**src/rtl/bb_pkg.sv**
```systemverilog
package bb_pkg;
  typedef enum logic [1:0] {
    ST_IDLE = 2'd0,
    ST_REQ  = 2'd1,
    ST_RSP  = 2'd2
  } bb_state_e;

  typedef enum logic [1:0] {
    OP_PASS   = 2'd0,
    OP_AREAD  = 2'd1,
    OP_AWRITE = 2'd2
  } bb_op_e;
endpackage

```
**src/rtl/bb_region_match.sv**
```systemverilog
// Decodes one alias window: hit flag, target word address and bit index.
module bb_region_match #(
  parameter int ADDR_W = 32,
  parameter int DATA_W = 32,
  parameter int SPAN_W = 20,
  parameter logic [ADDR_W-1:0] ALIAS_BASE  = 32'h2200_0000,
  parameter logic [ADDR_W-1:0] TARGET_BASE = 32'h2000_0000
) (
  input  logic [ADDR_W-1:0]         addr,
  output logic                      hit,
  output logic [ADDR_W-1:0]         word_addr,
  output logic [$clog2(DATA_W)-1:0] bit_idx
);
  localparam int BIT_W   = $clog2(DATA_W);
  localparam int ALIGN_W = $clog2(DATA_W / 8);
  localparam int AS_W    = SPAN_W + BIT_W;   // alias window width

  logic [AS_W-1:0]   off;
  logic [ADDR_W-1:0] tgt_off;
  logic              unused_lsb;

  assign off        = addr[AS_W-1:0];
  assign hit        = (addr[ADDR_W-1:AS_W] == ALIAS_BASE[ADDR_W-1:AS_W]);
  assign tgt_off    = {{(ADDR_W-SPAN_W){1'b0}}, off[AS_W-1:BIT_W+ALIGN_W], {ALIGN_W{1'b0}}};
  assign word_addr  = TARGET_BASE + tgt_off;
  assign bit_idx    = off[ALIGN_W +: BIT_W];
  assign unused_lsb = ^off[ALIGN_W-1:0];
endmodule

```
**src/rtl/bb_bitop.sv**
```systemverilog
// Picks one bit of a word and builds the word with that bit replaced.
module bb_bitop #(
  parameter int DATA_W = 32
) (
  input  logic [DATA_W-1:0]         word,
  input  logic [$clog2(DATA_W)-1:0] bit_idx,
  input  logic                      set_val,
  output logic [DATA_W-1:0]         merged,
  output logic                      picked
);
  for (genvar i = 0; i < DATA_W; i++) begin : g_bit
    assign merged[i] = (bit_idx == i) ? set_val : word[i];
  end
  assign picked = word[bit_idx];

  always_comb begin
    assert_single_bit_R3: assert ($countones(merged ^ word) <= 1);
  end
endmodule

```
**src/rtl/bitband_bridge.sv**
```systemverilog
module bitband_bridge
  import bb_pkg::*;
#(
  parameter int ADDR_W = 32,
  parameter int DATA_W = 32,
  parameter int SPAN_W = 20,
  parameter int NREG   = 2,
  parameter logic [NREG-1:0][ADDR_W-1:0] ALIAS_BASES  = {32'h4200_0000, 32'h2200_0000},
  parameter logic [NREG-1:0][ADDR_W-1:0] TARGET_BASES = {32'h4000_0000, 32'h2000_0000}
) (
  input  logic              clk,
  input  logic              rst,
  input  logic              up_valid,
  output logic              up_ready,
  input  logic              up_write,
  input  logic [ADDR_W-1:0] up_addr,
  input  logic [DATA_W-1:0] up_wdata,
  output logic              up_rvalid,
  output logic [DATA_W-1:0] up_rdata,
  output logic              dn_valid,
  input  logic              dn_ready,
  output logic              dn_write,
  output logic [ADDR_W-1:0] dn_addr,
  output logic [DATA_W-1:0] dn_wdata,
  output logic              dn_lock,
  input  logic              dn_rvalid,
  input  logic [DATA_W-1:0] dn_rdata
);
  localparam int BIT_W = $clog2(DATA_W);

  // ---------------- address decode, one matcher per window ----------------
  logic [NREG-1:0]             hit_vec;
  logic [NREG-1:0][ADDR_W-1:0] waddr_arr;
  logic [NREG-1:0][BIT_W-1:0]  bidx_arr;

  for (genvar r = 0; r < NREG; r++) begin : g_reg
    bb_region_match #(
      .ADDR_W(ADDR_W), .DATA_W(DATA_W), .SPAN_W(SPAN_W),
      .ALIAS_BASE(ALIAS_BASES[r]), .TARGET_BASE(TARGET_BASES[r])
    ) u_match (
      .addr(up_addr), .hit(hit_vec[r]),
      .word_addr(waddr_arr[r]), .bit_idx(bidx_arr[r])
    );
  end

  logic              a_hit;
  logic [ADDR_W-1:0] sel_waddr;
  logic [BIT_W-1:0]  sel_bidx;

  always_comb begin
    a_hit     = 1'b0;
    sel_waddr = '0;
    sel_bidx  = '0;
    for (int r = 0; r < NREG; r++) begin
      if (hit_vec[r]) begin
        a_hit     = 1'b1;
        sel_waddr = waddr_arr[r];
        sel_bidx  = bidx_arr[r];
      end
    end
  end

  // ---------------- state ----------------
  bb_state_e        state;
  bb_op_e           op_q;
  logic [BIT_W-1:0] bit_q;
  logic             set_q;

  logic [DATA_W-1:0] merged;
  logic              picked;

  bb_bitop #(.DATA_W(DATA_W)) u_bitop (
    .word(dn_rdata), .bit_idx(bit_q), .set_val(set_q),
    .merged(merged), .picked(picked)
  );

  always_ff @(posedge clk) begin
    if (rst) begin
      state     <= ST_IDLE;
      op_q      <= OP_PASS;
      bit_q     <= '0;
      set_q     <= 1'b0;
      up_ready  <= 1'b0;
      up_rvalid <= 1'b0;
      up_rdata  <= '0;
      dn_valid  <= 1'b0;
      dn_write  <= 1'b0;
      dn_addr   <= '0;
      dn_wdata  <= '0;
      dn_lock   <= 1'b0;
    end else begin
      up_rvalid <= 1'b0;
      case (state)
        ST_IDLE: begin
          up_ready <= 1'b1;
          if (up_valid && up_ready) begin
            up_ready <= 1'b0;
            dn_valid <= 1'b1;
            state    <= ST_REQ;
            if (a_hit) begin
              dn_addr  <= sel_waddr;
              dn_write <= 1'b0;          // alias always starts with a read
              dn_wdata <= '0;
              bit_q    <= sel_bidx;
              set_q    <= up_wdata[0];
              op_q     <= up_write ? OP_AWRITE : OP_AREAD;
              dn_lock  <= up_write;      // lock for the whole RMW
            end else begin
              dn_addr  <= up_addr;
              dn_write <= up_write;
              dn_wdata <= up_wdata;
              op_q     <= OP_PASS;
              dn_lock  <= 1'b0;
            end
          end
        end
        ST_REQ: begin
          if (dn_ready) begin
            dn_valid <= 1'b0;
            if (dn_write) begin
              dn_lock  <= 1'b0;
              up_ready <= 1'b1;
              state    <= ST_IDLE;
            end else begin
              state <= ST_RSP;
            end
          end
        end
        ST_RSP: begin
          if (dn_rvalid) begin
            if (op_q == OP_AWRITE) begin
              dn_wdata <= merged;
              dn_write <= 1'b1;
              dn_valid <= 1'b1;
              state    <= ST_REQ;
            end else begin
              up_rdata  <= (op_q == OP_AREAD) ? {{(DATA_W-1){1'b0}}, picked} : dn_rdata;
              up_rvalid <= 1'b1;
              up_ready  <= 1'b1;
              state     <= ST_IDLE;
            end
          end
        end
        default: state <= ST_IDLE;
      endcase
    end
  end

  // ---------------- assertions ----------------
  assert_hold_req_R6: assert property (@(posedge clk) disable iff (rst)
    dn_valid && !dn_ready |=> dn_valid && $stable(dn_addr) && $stable(dn_write)
                              && $stable(dn_wdata) && $stable(dn_lock));

  assert_locked_write_R5: assert property (@(posedge clk) disable iff (rst)
    dn_valid && dn_write && dn_lock |-> $past(dn_lock));

  assert_idle_quiet_R1: assert property (@(posedge clk) disable iff (rst)
    up_ready |-> !dn_lock && !dn_valid);

  assert_alias_rd_zero_R4: assert property (@(posedge clk) disable iff (rst)
    up_rvalid && (op_q == OP_AREAD) |-> up_rdata[DATA_W-1:1] == '0);

  assert_rvalid_pulse_R7: assert property (@(posedge clk) disable iff (rst)
    up_rvalid |=> !up_rvalid);

  assert_disjoint_R2: assert property (@(posedge clk) disable iff (rst)
    $onehot0(hit_vec));
endmodule

```
**config.mk**
```make
export PLATFORM = sky130hd
export DESIGN_NAME = bitband_bridge
export DESIGN_NICKNAME = d
export VERILOG_FILES = /design/src/rtl/bb_pkg.sv /design/src/rtl/bb_region_match.sv /design/src/rtl/bb_bitop.sv /design/src/rtl/bitband_bridge.sv
export SDC_FILE = /design/constraint.sdc
export NUM_CORES = 1
export LEC_CHECK = 0
export ABC_AREA = 0
export BUFFER_PORTS_ARGS = -buffer_cell sky130_fd_sc_hd__clkbuf_2
export CAP_MARGIN = 5
export CORE_ASPECT_RATIO = 0.5
export CORE_MARGIN = 2
export CORE_UTILIZATION = 53
export DETAILED_ROUTE_END_ITERATION = 7
export PLACE_DENSITY_LB_ADDON = 0.25
export RECOVER_POWER = 50
export SLEW_MARGIN = 40
export SYNTH_ARGS = -nofsm -noshare
export SYNTH_HDL_FRONTEND = slang
export SYNTH_SLANG_ARGS = --single-unit
```
**constraint.sdc**
```tcl
create_clock -name clk -period 3.25 [get_ports clk]
set_clock_uncertainty 0.05 [all_clocks]
set_input_delay 0.4875 -clock clk [delete_from_list [all_inputs] [get_ports clk]]
set_output_delay 0.4875 -clock clk [all_outputs]
set_load 0.005 [all_outputs]
```
=== Word-level counts from Yosys, hierarchy flattened ===
Index checks and enable logic that the tools add are counted.

* Latch bits: 0
* Logic and storage cells: 151
* Output and inout port bits: 101
* Register bits after elaboration: 111
* Memory bits (read-only): 0
* Memory bits (writable): 0
* Memories kept: 0

* Divide/modulo/power cells: 0
* Order comparisons: 1
* Bitwise operators: 3
* Reductions and logical operators: 15
* Equality and inequality tests: 43
* Shift-type cells: 0
* $mul: 0
* Add/subtract/negate cells: 2
* Muxes and demuxes: 75

{| class="wikitable"
|+ Operator list
! cell !! count
|-
| 32-bit two-way mux || 8
|-
| 5-bit equality test, second input constant || 16
|-
| 32-bit one-hot mux with 2 select lines || 1
|-
| 1-bit two-way mux || 52
|-
| 5-bit by 4-bit equality test with 1-bit output, second input constant || 8
|-
| 31-bit by 20-bit adder with 32-bit output, first input constant || 1
|-
| 30-bit by 20-bit adder with 31-bit output, first input constant || 1
|-
| 5-bit by 3-bit equality test with 1-bit output, second input constant || 4
|-
| 2-bit two-way mux || 6
|-
| 2-bit != test, second input constant || 6
|-
| 5-bit by 2-bit equality test with 1-bit output, second input constant || 2
|-
| 5-bit two-way mux || 2
|-
| 5-bit AND reduction || 2
|-
| 3-bit AND reduction || 3
|-
| 4-bit AND reduction || 2
|-
| 7-bit by 5-bit equality test with 1-bit output, second input constant || 1
|-
| 7-bit by 6-bit equality test with 1-bit output, second input constant || 1
|-
| 5-bit by 6-bit less-than comparator with 1-bit output, second input constant || 1
|-
| 1-bit one-hot mux with 3 select lines || 2
|-
| 2-bit one-hot mux with 3 select lines || 1
|-
| 1-bit binary-select mux with 5-bit select || 1
|-
| 5-bit by 1-bit equality test with 1-bit output, second input constant || 1
|-
| 5-bit logical NOT || 1
|-
| 2-bit by 1-bit equality test with 1-bit output, second input constant || 2
|-
| 9 further kinds || 14
|}

=== Longest topological paths before layout ===
Gate-level depths: netlist (run 1).

* Depth after elaboration: 6
* Gate-level depth with buffers: 9
* Depth with buffers taken out: 7

=== Hierarchy ===
A second synthesis (run 1) with hierarchy kept.

* Cell total of the unflattened synthesis: 813
* Area total of the unflattened synthesis: 6921.6 um2

{| class="wikitable"
|+ Modules (own cells, without submodules)
! module !! area each (um2) !! instances !! cells each
|-
| bitband_bridge || 5439.0 || 1 || 630
|-
| bb_bitop || 874.6 || 1 || 99
|-
| bb_region_match || 304.0 || 2 || 42
|}

=== Worst setup path before layout (run 1) ===
Ideal clock, no wire load.

* Kind: flip-flop to flip-flop
* Start: register state[0]
* End: register dn_wdata[14]
* Setup slack: 1341 ps
* Arrival: 1773 ps
* Period minus slack after synthesis: 1909 ps
* Cell stages (with the launch flop): 10
* Path buffers: 2
* Required time: 3114 ps
* Path through: dfxtp_1 > inv_1 > ha_1 > nor2b_1 > a21oi_1 > nor2b_1 > buf_2 > buf_4 > nor2_1 > a211oi_1

* Longest elaborated chain between the ends: 3
* Elaborated cells between the ends (all ways): 8
* Those cells by class: eq/ne (4); mux (1); reduce/logical (3)

{| class="wikitable"
|+ Ends and longest elaborated chain
! item !! RTL line !! text
|-
| from (decl) || bitband_bridge.sv:64 || <nowiki>bb_state_e state;</nowiki>
|-
| from (signal assigned) || bitband_bridge.sv:79 || <nowiki>state <= ST_IDLE;</nowiki>
|-
| from (signal assigned) || bitband_bridge.sv:99 || <nowiki>state <= ST_REQ;</nowiki>
|-
| from (signal assigned) || bitband_bridge.sv:123 || <nowiki>state <= ST_IDLE;</nowiki>
|-
| 2-bit equality test or 2-bit logical NOT (tied branches) || bitband_bridge.sv:93 || <nowiki>case (state)</nowiki>
|-
| 2-bit != test (no source line) or 2-bit nonzero test (tied branches) || - ||
|-
| 4-bit AND reduction (no source line) || - ||
|-
| to (signal assigned) || bitband_bridge.sv:111 || <nowiki>dn_wdata <= up_wdata;</nowiki>
|-
| to (signal assigned) || bitband_bridge.sv:132 || <nowiki>dn_wdata <= merged;</nowiki>
|-
| to (decl) || bitband_bridge.sv:24 || <nowiki>output logic [DATA_W-1:0] dn_wdata,</nowiki>
|}

Parallel ways exist; a longest one is shown, timed or not.
A chain may end at the register's enable or synchronous reset.

=== Worst setup path after layout (run 1) ===
* Start: register state[0]
* End: register dn_wdata[5]

The elaborated chain is that of the path after synthesis.

==> results.md, run 1 <==
Drt:
- The iteration-0 DRC count of the detailed router is between 400 and 500.
- The first-pass detailed-route iteration total is 5.
- Across all layers, the routed design uses ~5400 vias.
- The routed wirelength normalized by instance count is 16.2 µm.
- The post-detailed-routing wire length is around 16000 µm.
- After detailed routing, the number of remaining DRC violations is 0.
- Using the TritonRoute via totals, the vias-per-cell ratio works out to 5.63.
- Once detail routing completed, the nets flagged for antenna violations numbered 0.

Clock network:
- For this design, the CTS-stage hold fixing added 0 buffers.
- The longest clock path from root to sink contains 2 buffers.
- The clock sink total is 111.
- Once the clock tree was built, the resizer swapped 0 gates to a different size.
- In this run the number of H-tree levels came out at 3.
- After clock tree synthesis, the clock-pin slew on the worst setup and hold paths is about 70 ps.
- The CTS tree is yes.
- Clock tree synthesis inserted a total of 9 buffers.
- The buffer cell driving the clock tree root is sky130_fd_sc_hd__clkbuf_16.
- The worst-skew pair later-pin latency is 340 ps.
- After clock tree synthesis, the setup repair step added 0 buffers.

Final layout:
- The number of nets in the finished design is between 900 and 1000.
- Fill cells in the final layout number ~870.
- Registers take roughly 2200 µm².
- 0 antenna diodes ended up in the layout.
- Of the cells placed in the final design, the portion with a size suffix greater than 1 is 0.257.
- The multi-input combinational cells in the finished layout cover a total of just under 3000 µm².
- The final standard cell area without fillers is around 6600 µm².
- Relative to the synthesized area, the layout overhead comes to 22.7%.

Yosys:
- The number of enable-type register cells in the synthesized netlist is 0.
- The post-synthesis cell type count is 35.
- The async set or reset register ratio after synthesis is 0.
- The cell area after technology mapping is approximately 5400 µm².
- Dividing the synthesized area by the synthesized cell count gives between 8 and 9 µm².
- The share of synthesized area occupied by flip-flops and latches is 0.411.
- The share of the synthesized area in compound gates (AO/OA/AOI/OAI) was 0.197.
- The adder and majority gate portion of the synthesized area is 0.0116.
- The primary flip-flop cell chosen by synthesis mapping is sky130_fd_sc_hd__dfxtp_1.
- The number of nets in the synthesized netlist is around 770.
- The number of standard cells after synthesis is between 600 and 700.
- Of the total synthesized cell area, the portion taken by AND, OR, NAND and NOR gates is 0.213.
- The proportion of synthesized area in mux cells is 0.110.
- Of the total synthesized cell area, the portion taken by XOR and XNOR cells is 0.00162.
- By area, the combinational part of the netlist is dominated by simple AND/OR/NAND/NOR gates.
- The count of synthesis-stage warnings from yosys is 0.
- The synthesized flop and latch total is approximately 110.

Global route:
- The overflow left after global routing is 0.
- Across every metal layer, demand over resource in global routing totals 0.276.
- The global-route wire length before repair is 24200 µm.
- The number of antenna violations at the first check in global routing is 0.
- The pin count of the biggest net entering global routing is 71.
- The via count of the first global-routing pass is between 4000 and 5000.

Power:
- For this design the ratio of total power to cell area is 748 nW/µm².
- The leakage power is around 0.0026 µW.
- VDD sags by at most about 0.31 mV.
- Power comes to about 5000 µW.

Setup path:
- The worst setup path is captured at a flop.
- For the worst setup path, the data arrival time is 2760 ps.
- The required time of the critical path is 3430 ps.
- The critical path's top delay family is simple AND/OR/NAND/NOR gates.
- Along the worst path, the maximum fanout reaches 26.
- The slowest stage of the critical path is the sky130_fd_sc_hd__nor2b_4 cell.
- The kind of critical path is flop to flop.
- The buffering stage count on the worst path with inverters included is 2.
- The signal on the critical path passes through inv_1 -> ha_1 -> nor2b_1 -> a21oi_1 -> nor2b_4 -> buf_4 -> nor2_1 -> a211oi_1.
- The kind of start point of the critical path is a flop.
- The worst-case register-to-register setup slack is about 670 ps.
- The stage delay of the slowest cell on the critical path is 600 ps.

STA:
- The max-slew violation count is 0.
- The final number of setup-violating endpoints is 0.
- Setup repair after global routing left no endpoint under its margin.
- The transition time of the tightest slew-check pin is approximately 1400 ps.
- The relative slew slack is 0.0501.
- The final period utilization is 0.794.
- The number of failing hold endpoints at the final stage is 0.
- Setup total negative slack on the finished layout was measured at 0 ps.
- The upper clock frequency limit is roughly 390 MHz.
- The shortest clock period the worst path allows after layout is roughly 2600 ps.

Status:
- The flow ran to the end, and the final reports show no timing, DRC or antenna violations.

Floorplan:
- The vertical die dimension is ~75 µm.
- The width of the die is between 100 and 150 µm.
- The standard-cell row count is 25.
- The area of the placeable core is 9670 µm².
- The die area is 11100 µm².
- The number of top-level pins is approximately 200.
- The initial utilization of the core area, before any placement, comes to 0.559.

Job:
- The tool flagged a number of max-cap violations equal to 0.

Placement:
- Input and output buffers added on the ports amount to just over 200.
- Once placement finished, the instance area stood at 6410 µm².
- At the end of routability-driven placement, the weighted congestion stood at 0.868.
- The HPWL after detailed placement is between 10000 and 15000 µm.

Min path:
- The path class of the lowest-slack min-delay path is primary input to flop.
==> cells in the mapped netlist (all sizes together) (5+ instances only) <==
cell | count | area [µm²]
a211oi | 34 | 255
mux2 | 32 | 360
o21ai | 9 | 45.0
clkbuf | 39 | 146
a22oi | 32 | 240
a21oi | 60 | 300
dfxtp | 111 | 2220
ha | 5 | 62.6
nand3 | 49 | 245
mux2i | 14 | 140
nor2 | 72 | 270
nor2b | 6 | 37.5
nand2 | 114 | 428
nor3b | 5 | 37.5
nor3 | 7 | 35.0
nand2b | 5 | 31.3
buf | 23 | 136
and3 | 5 | 31.3
a311oi | 20 | 175
==> metal layers <==
layer	track usage	wire length (µm)
met1	0.372	7090
met2	0.452	7000
met3	0.0754	1300
met4	0.0669	199
met5	0	0
==> cells by family after synthesis <==
family | Yosys count
xor+xnor | 1
flops | 111
buf+inv | 65
fa+ha+maj | 5
compound gates | 161
simple gates | 268
mux | 50
==> registers in the layout, summed over array words and instances, names as in the netlist <==
| signal | cells |
|---|---|
| dn_addr | 32 |
| dn_wdata | 32 |
| up_rdata | 32 |
| bit_q | 5 |
| op_q | 2 |
| state | 2 |
| dn_lock | 1 |
| dn_valid | 1 |
| dn_write | 1 |
| set_q | 1 |
| up_ready | 1 |
| up_rvalid | 1 |
==> cell usage in the layout, fill, tap and decap left out, types with 32 or more instances in the layout <==
master | Yosys | final
sky130_fd_sc_hd__mux2_2 | 32 | 32
sky130_fd_sc_hd__nand2_1 | 114 | 114
sky130_fd_sc_hd__clkbuf_1 | 39 | 55
sky130_fd_sc_hd__clkbuf_2 | 0 | 147
sky130_fd_sc_hd__nand3_1 | 49 | 49
sky130_fd_sc_hd__a211oi_1 | 34 | 34
sky130_fd_sc_hd__nor2_1 | 72 | 71
sky130_fd_sc_hd__a21oi_1 | 60 | 60
sky130_fd_sc_hd__a22oi_1 | 32 | 32
sky130_fd_sc_hd__dfxtp_1 | 111 | 110
==> area by class of cell <==
cell class	instances	area share
sequential	111	0.336
multi-input combinational	485	0.437
clock inverter	4	0.00415
timing repair buffer	215	0.156
clock buffer	12	0.0402
tap	135	0.0255
inverter	3	0.00170
==> worst min-delay path, stage by stage <==
cell and delay, ps:
sky130_fd_sc_hd__clkbuf_2 90, sky130_fd_sc_hd__nand2_1 50, sky130_fd_sc_hd__a21oi_1 50
==> where the power goes <==
group,internal [µW],switching (µW)
Clock,585,497
Sequential,1730,210
Combinational,789,1140
Total,3110,1850
==> worst paths after layout <==
path | startpoint | depth (start not counted) | to
setup / recovery | state[0]$_SDFFE_PP0P_ | 8 | dn_wdata[5]$_SDFFE_PP0P_
hold / removal | up_addr[26] | 3 | dn_addr[26]$_SDFFE_PP0P_
setup reg to reg | state[0]$_SDFFE_PP0P_ | 8 | dn_wdata[5]$_SDFFE_PP0P_
hold reg to reg | dn_addr[0]$_SDFFE_PP0P_ | 2 | dn_addr[0]$_SDFFE_PP0P_
==> metrics by stage <==
stage / hold WS (ps) / setup WS, ps / util / instances
floorplan: 398 / 1340 / - / 661
global placement: 389 / 892 / 0.663 / 949
detailed placement: 394 / 801 / 0.663 / 949
CTS: 321 / 748 / 0.694 / 965
global route: 332 / 422 / 0.686 / 965
finish: 326 / 669 / 0.686 / 965
Power figures use the tool's default switching activity.
==> run 2: changes to the inputs <==
- CORE_UTILIZATION: 53 -> 50
- clock period: 3.25 -> 2.59 ns (I/O delays scaled with it)
==> run 2 against run 1 <==
  * Non-clock buffer count is 2 higher
  * Global-route usage decreased by 0.71 points
  * Cell count rose by 0.73%
  * Register-to-register slack got worse by 290 ps
  * Worst hold slack worse by 110 ps
  * Critical path depth unchanged
  * Critical path type unchanged
  * Critical endpoint is now dn_wdata[2]$_SDFFE_PP0P_
  * Largest power group is now combinational logic
==> results.md, run 2 (synthesis results as in run 1) <==
Status:
- The flow ran to the end, and the final reports show no timing, DRC or antenna violations.

Floorplan:
- The width of the die came to 151 µm (+2.9%).
- The area of the placeable core is 10300 µm² (+7.0%).
- The vertical die dimension came to 77.5 µm (+2.8%).
- The die area is 11700 µm² (+5.8%).
- The standard-cell row count was 26 (+4.0%).
- The number of top-level pins is 203 (unchanged).
- The effective utilization at floorplan is 0.522 (-0.0367).

Placement:
- The routability congestion estimate from global placement is 0.875 (+0.85%).
- The HPWL after detailed placement was 11600 µm (+2.0%).
- The post-placement cell count is 956 (+0.74%).
- The port buffer count came to 202 (unchanged).

Setup path:
- The stage delay of the slowest cell on the critical path is 390 ps (-210 ps).
- The worst-case register-to-register setup slack is 380 ps (-290 ps).
- The logic depth of the worst register-to-register path came to 8 (unchanged).
- The slowest cell on the critical path is sky130_fd_sc_hd__dfxtp_1.
- The data arrival time of the worst path was 2420 ps (-340 ps).
- The largest driver fanout on the critical path is 66 (+150%).
- The required time of the critical path is 2800 ps (-630 ps).
- STA classifies the critical path endpoint as a flop.
- The startpoint identified for the worst register-to-register timing path is state[0]$_SDFFE_PP0P_.
- The critical path in this run is classified as flop to flop.
- The kind of start point of the critical path is a flop.
- The worst register-to-register path ends at dn_wdata[2]$_SDFFE_PP0P_.
- The critical path goes through inv_1 -> ha_1 -> nor2b_1 -> a21oi_1 -> nor2b_4 -> buf_12 -> nor2_1 -> a211oi_1.

Final layout:
- The layout filler cell count is 939 (+7.6%).
- The final cell count without fillers came to 972 (+0.73%).
- Relative to the synthesized area, the layout overhead comes to 24.1%.
- The number of inserted diodes is 0 (unchanged).
- The largest registers in the layout are dn_addr (32), dn_wdata (32), up_rdata (32).
- The combined area of the multi-input logic cells is 2900 µm² (about the same).
- The sequential cell area is 2220 µm² (about the same).
- The share of post-route cells with drive strength above 1 came to 0.262 (+0.00539).
- The leading cell type in the layout, fill and taps excluded is sky130_fd_sc_hd__clkbuf_2.
- The number of nets in the finished design is 934 (+0.21%).
- In the layout the commonest cells are sky130_fd_sc_hd__clkbuf_2 (149), sky130_fd_sc_hd__nand2_1 (114), sky130_fd_sc_hd__dfxtp_1 (111), sky130_fd_sc_hd__nor2_1 (71), sky130_fd_sc_hd__a21oi_1 (60).

Drt:
- The post-detailed-route count of antenna-violating nets is 0 (unchanged).
- The first-pass detailed-route iteration total is 5 (unchanged).
- The post-detailed-route DRC marker count is 0 (unchanged).
- The iteration-0 DRC count of the detailed router came to 377 (-23%).
- The mean number of vias per cell is 5.68 (+0.81%).
- The number of vias after detailed routing was 5517 (+1.5%).
- The post-detailed-routing wire length is 16000 µm (+2.4%).
- The routed wirelength normalized by instance count is 16.4 µm (+1.7%).

STA:
- The number of failing hold endpoints at the final stage is 0 (unchanged).
- The final number of setup-violating endpoints is 0 (unchanged).
- The max-slew violation count is 0 (unchanged).
- The relative slew slack was 0.455 (+0.405).
- The upper clock frequency limit is 452 MHz (+17%).
- The post-route setup TNS is 0 ps (unchanged).
- The final period utilization is 0.855 (+0.0607).
- The transition time of the tightest slew-check pin is 816 ps (-609 ps).
- Setup repair after global routing left no endpoint under its margin.
- The shortest clock period the worst path allows after layout is 2210 ps (-367 ps).

Global route:
- The pin count of the biggest net entering global routing is 67 (-5.6%).
- The global-route total usage across every layer is 0.269 (-0.00713).
- The global-route wire length before repair is 25100 µm (+3.6%).
- The overflow left after global routing is 0 (unchanged).
- The via count of the first global-routing pass is 5034 (+3.6%).
- The number of antenna violations at the first check in global routing is 0 (unchanged).

Clock network:
- The tree is rooted in a sky130_fd_sc_hd__clkbuf_16.
- The clock input transition at the sequential cells of the worst setup and hold paths is 70 ps (about the same).
- The post-cts resize count is 0 (unchanged).
- The clock tree buffer depth is 2 (unchanged).
- The total number of H-tree levels is 3 (unchanged).
- The worst-skew pair later-pin latency came to 350 ps (about the same).
- The post-CTS repair timing setup buffer count came to 0 (unchanged).
- The number of hold buffers added after CTS is 0 (unchanged).
- The clock sink total is 111 (unchanged).
- TritonCTS built the clock tree.
- The total CTS buffers is 9 (unchanged).

Min path:
- For hold timing, the worst endpoint is dn_addr[28]$_SDFFE_PP0P_.
- The worst min-delay path startpoint is up_addr[28].
- The path class of the lowest-slack min-delay path is primary input to flop.
- The worst hold path stage count is 3 (unchanged).

Power:
- The peak supply drop is 0.568 mV (+85%).
- The leakage power is 0.00261 µW (+1.7%).
- The areal power density over the cells is 964 nW/µm² (+29%).

Job:
- The max-cap violation count is 0 (unchanged).
==> run 2: layout make-up <==
cell class                 instances  area share
clock buffer                      10      0.0356
clock inverter                     6      0.0136
inverter                           3     0.00168
multi-input combinational        485       0.432
sequential                       111       0.331
tap                              140      0.0261
timing repair buffer             217       0.160
==> run 2: report_power, final <==
group	switching [µW]	internal (µW)	leakage, µW
combinational	1480	1010	0.00154
clock	653	882	0.000163
sequential	266	2170	0.000906
total	2400	4070	0.00261
==> run 2: through the flow <==
stage | setup slack, ps | instance area, µm² | hold slack (ps) | util | total power, µW
3_5_place_dp | 451 | 6440 | 394 | 0.623 | 5020
5_1_grt | 189 | 6700 | 230 | 0.648 | 6920
6_report | 376 | 6700 | 212 | 0.648 | 6460
4_1_cts | 429 | 6770 | 206 | 0.655 | 6550
2_1_floorplan | 681 | 5400 | 398 | - | 4090
3_3_place_gp | 590 | 6440 | 388 | 0.623 | 4910
==> run 2: worst max-delay path by stage <==
stage / startpoint / endpoint / slack, ps / cells past startpoint
after floorplan: state[0]$_SDFFE_PP0P_ / dn_wdata[14]$_SDFFE_PP0P_ / 680 / 9
after global placement: bit_q[2]$_SDFFE_PP0P_ / dn_wdata[4]$_SDFFE_PP0P_ / 590 / 5
after detailed placement: state[0]$_SDFFE_PP0P_ / dn_wdata[29]$_SDFFE_PP0P_ / 450 / 8
after CTS: state[0]$_SDFFE_PP0P_ / dn_wdata[29]$_SDFFE_PP0P_ / 430 / 8
after global routing: state[0]$_SDFFE_PP0P_ / dn_wdata[9]$_SDFFE_PP0P_ / 190 / 8
final: state[0]$_SDFFE_PP0P_ / dn_wdata[2]$_SDFFE_PP0P_ / 380 / 8
==> run 2: per-layer routing <==
metal	vias up	global-route usage	share of wire
li1	2692	-	-
met1	2574	0.371	0.45
met2	231	0.422	0.45
met3	20	0.0688	0.089
met4	0	0.0654	0.013
met5	-	0	0
==> run 2: worst max-delay path, delay by kind of cell, from the launching register on <==
family	cells	cell delay, ps
AOI/OAI and AO/OA	2	560
and+or+nand+nor	3	470
buffers and inverters	2	350
DFF	1	390
adders and majority gates	1	240
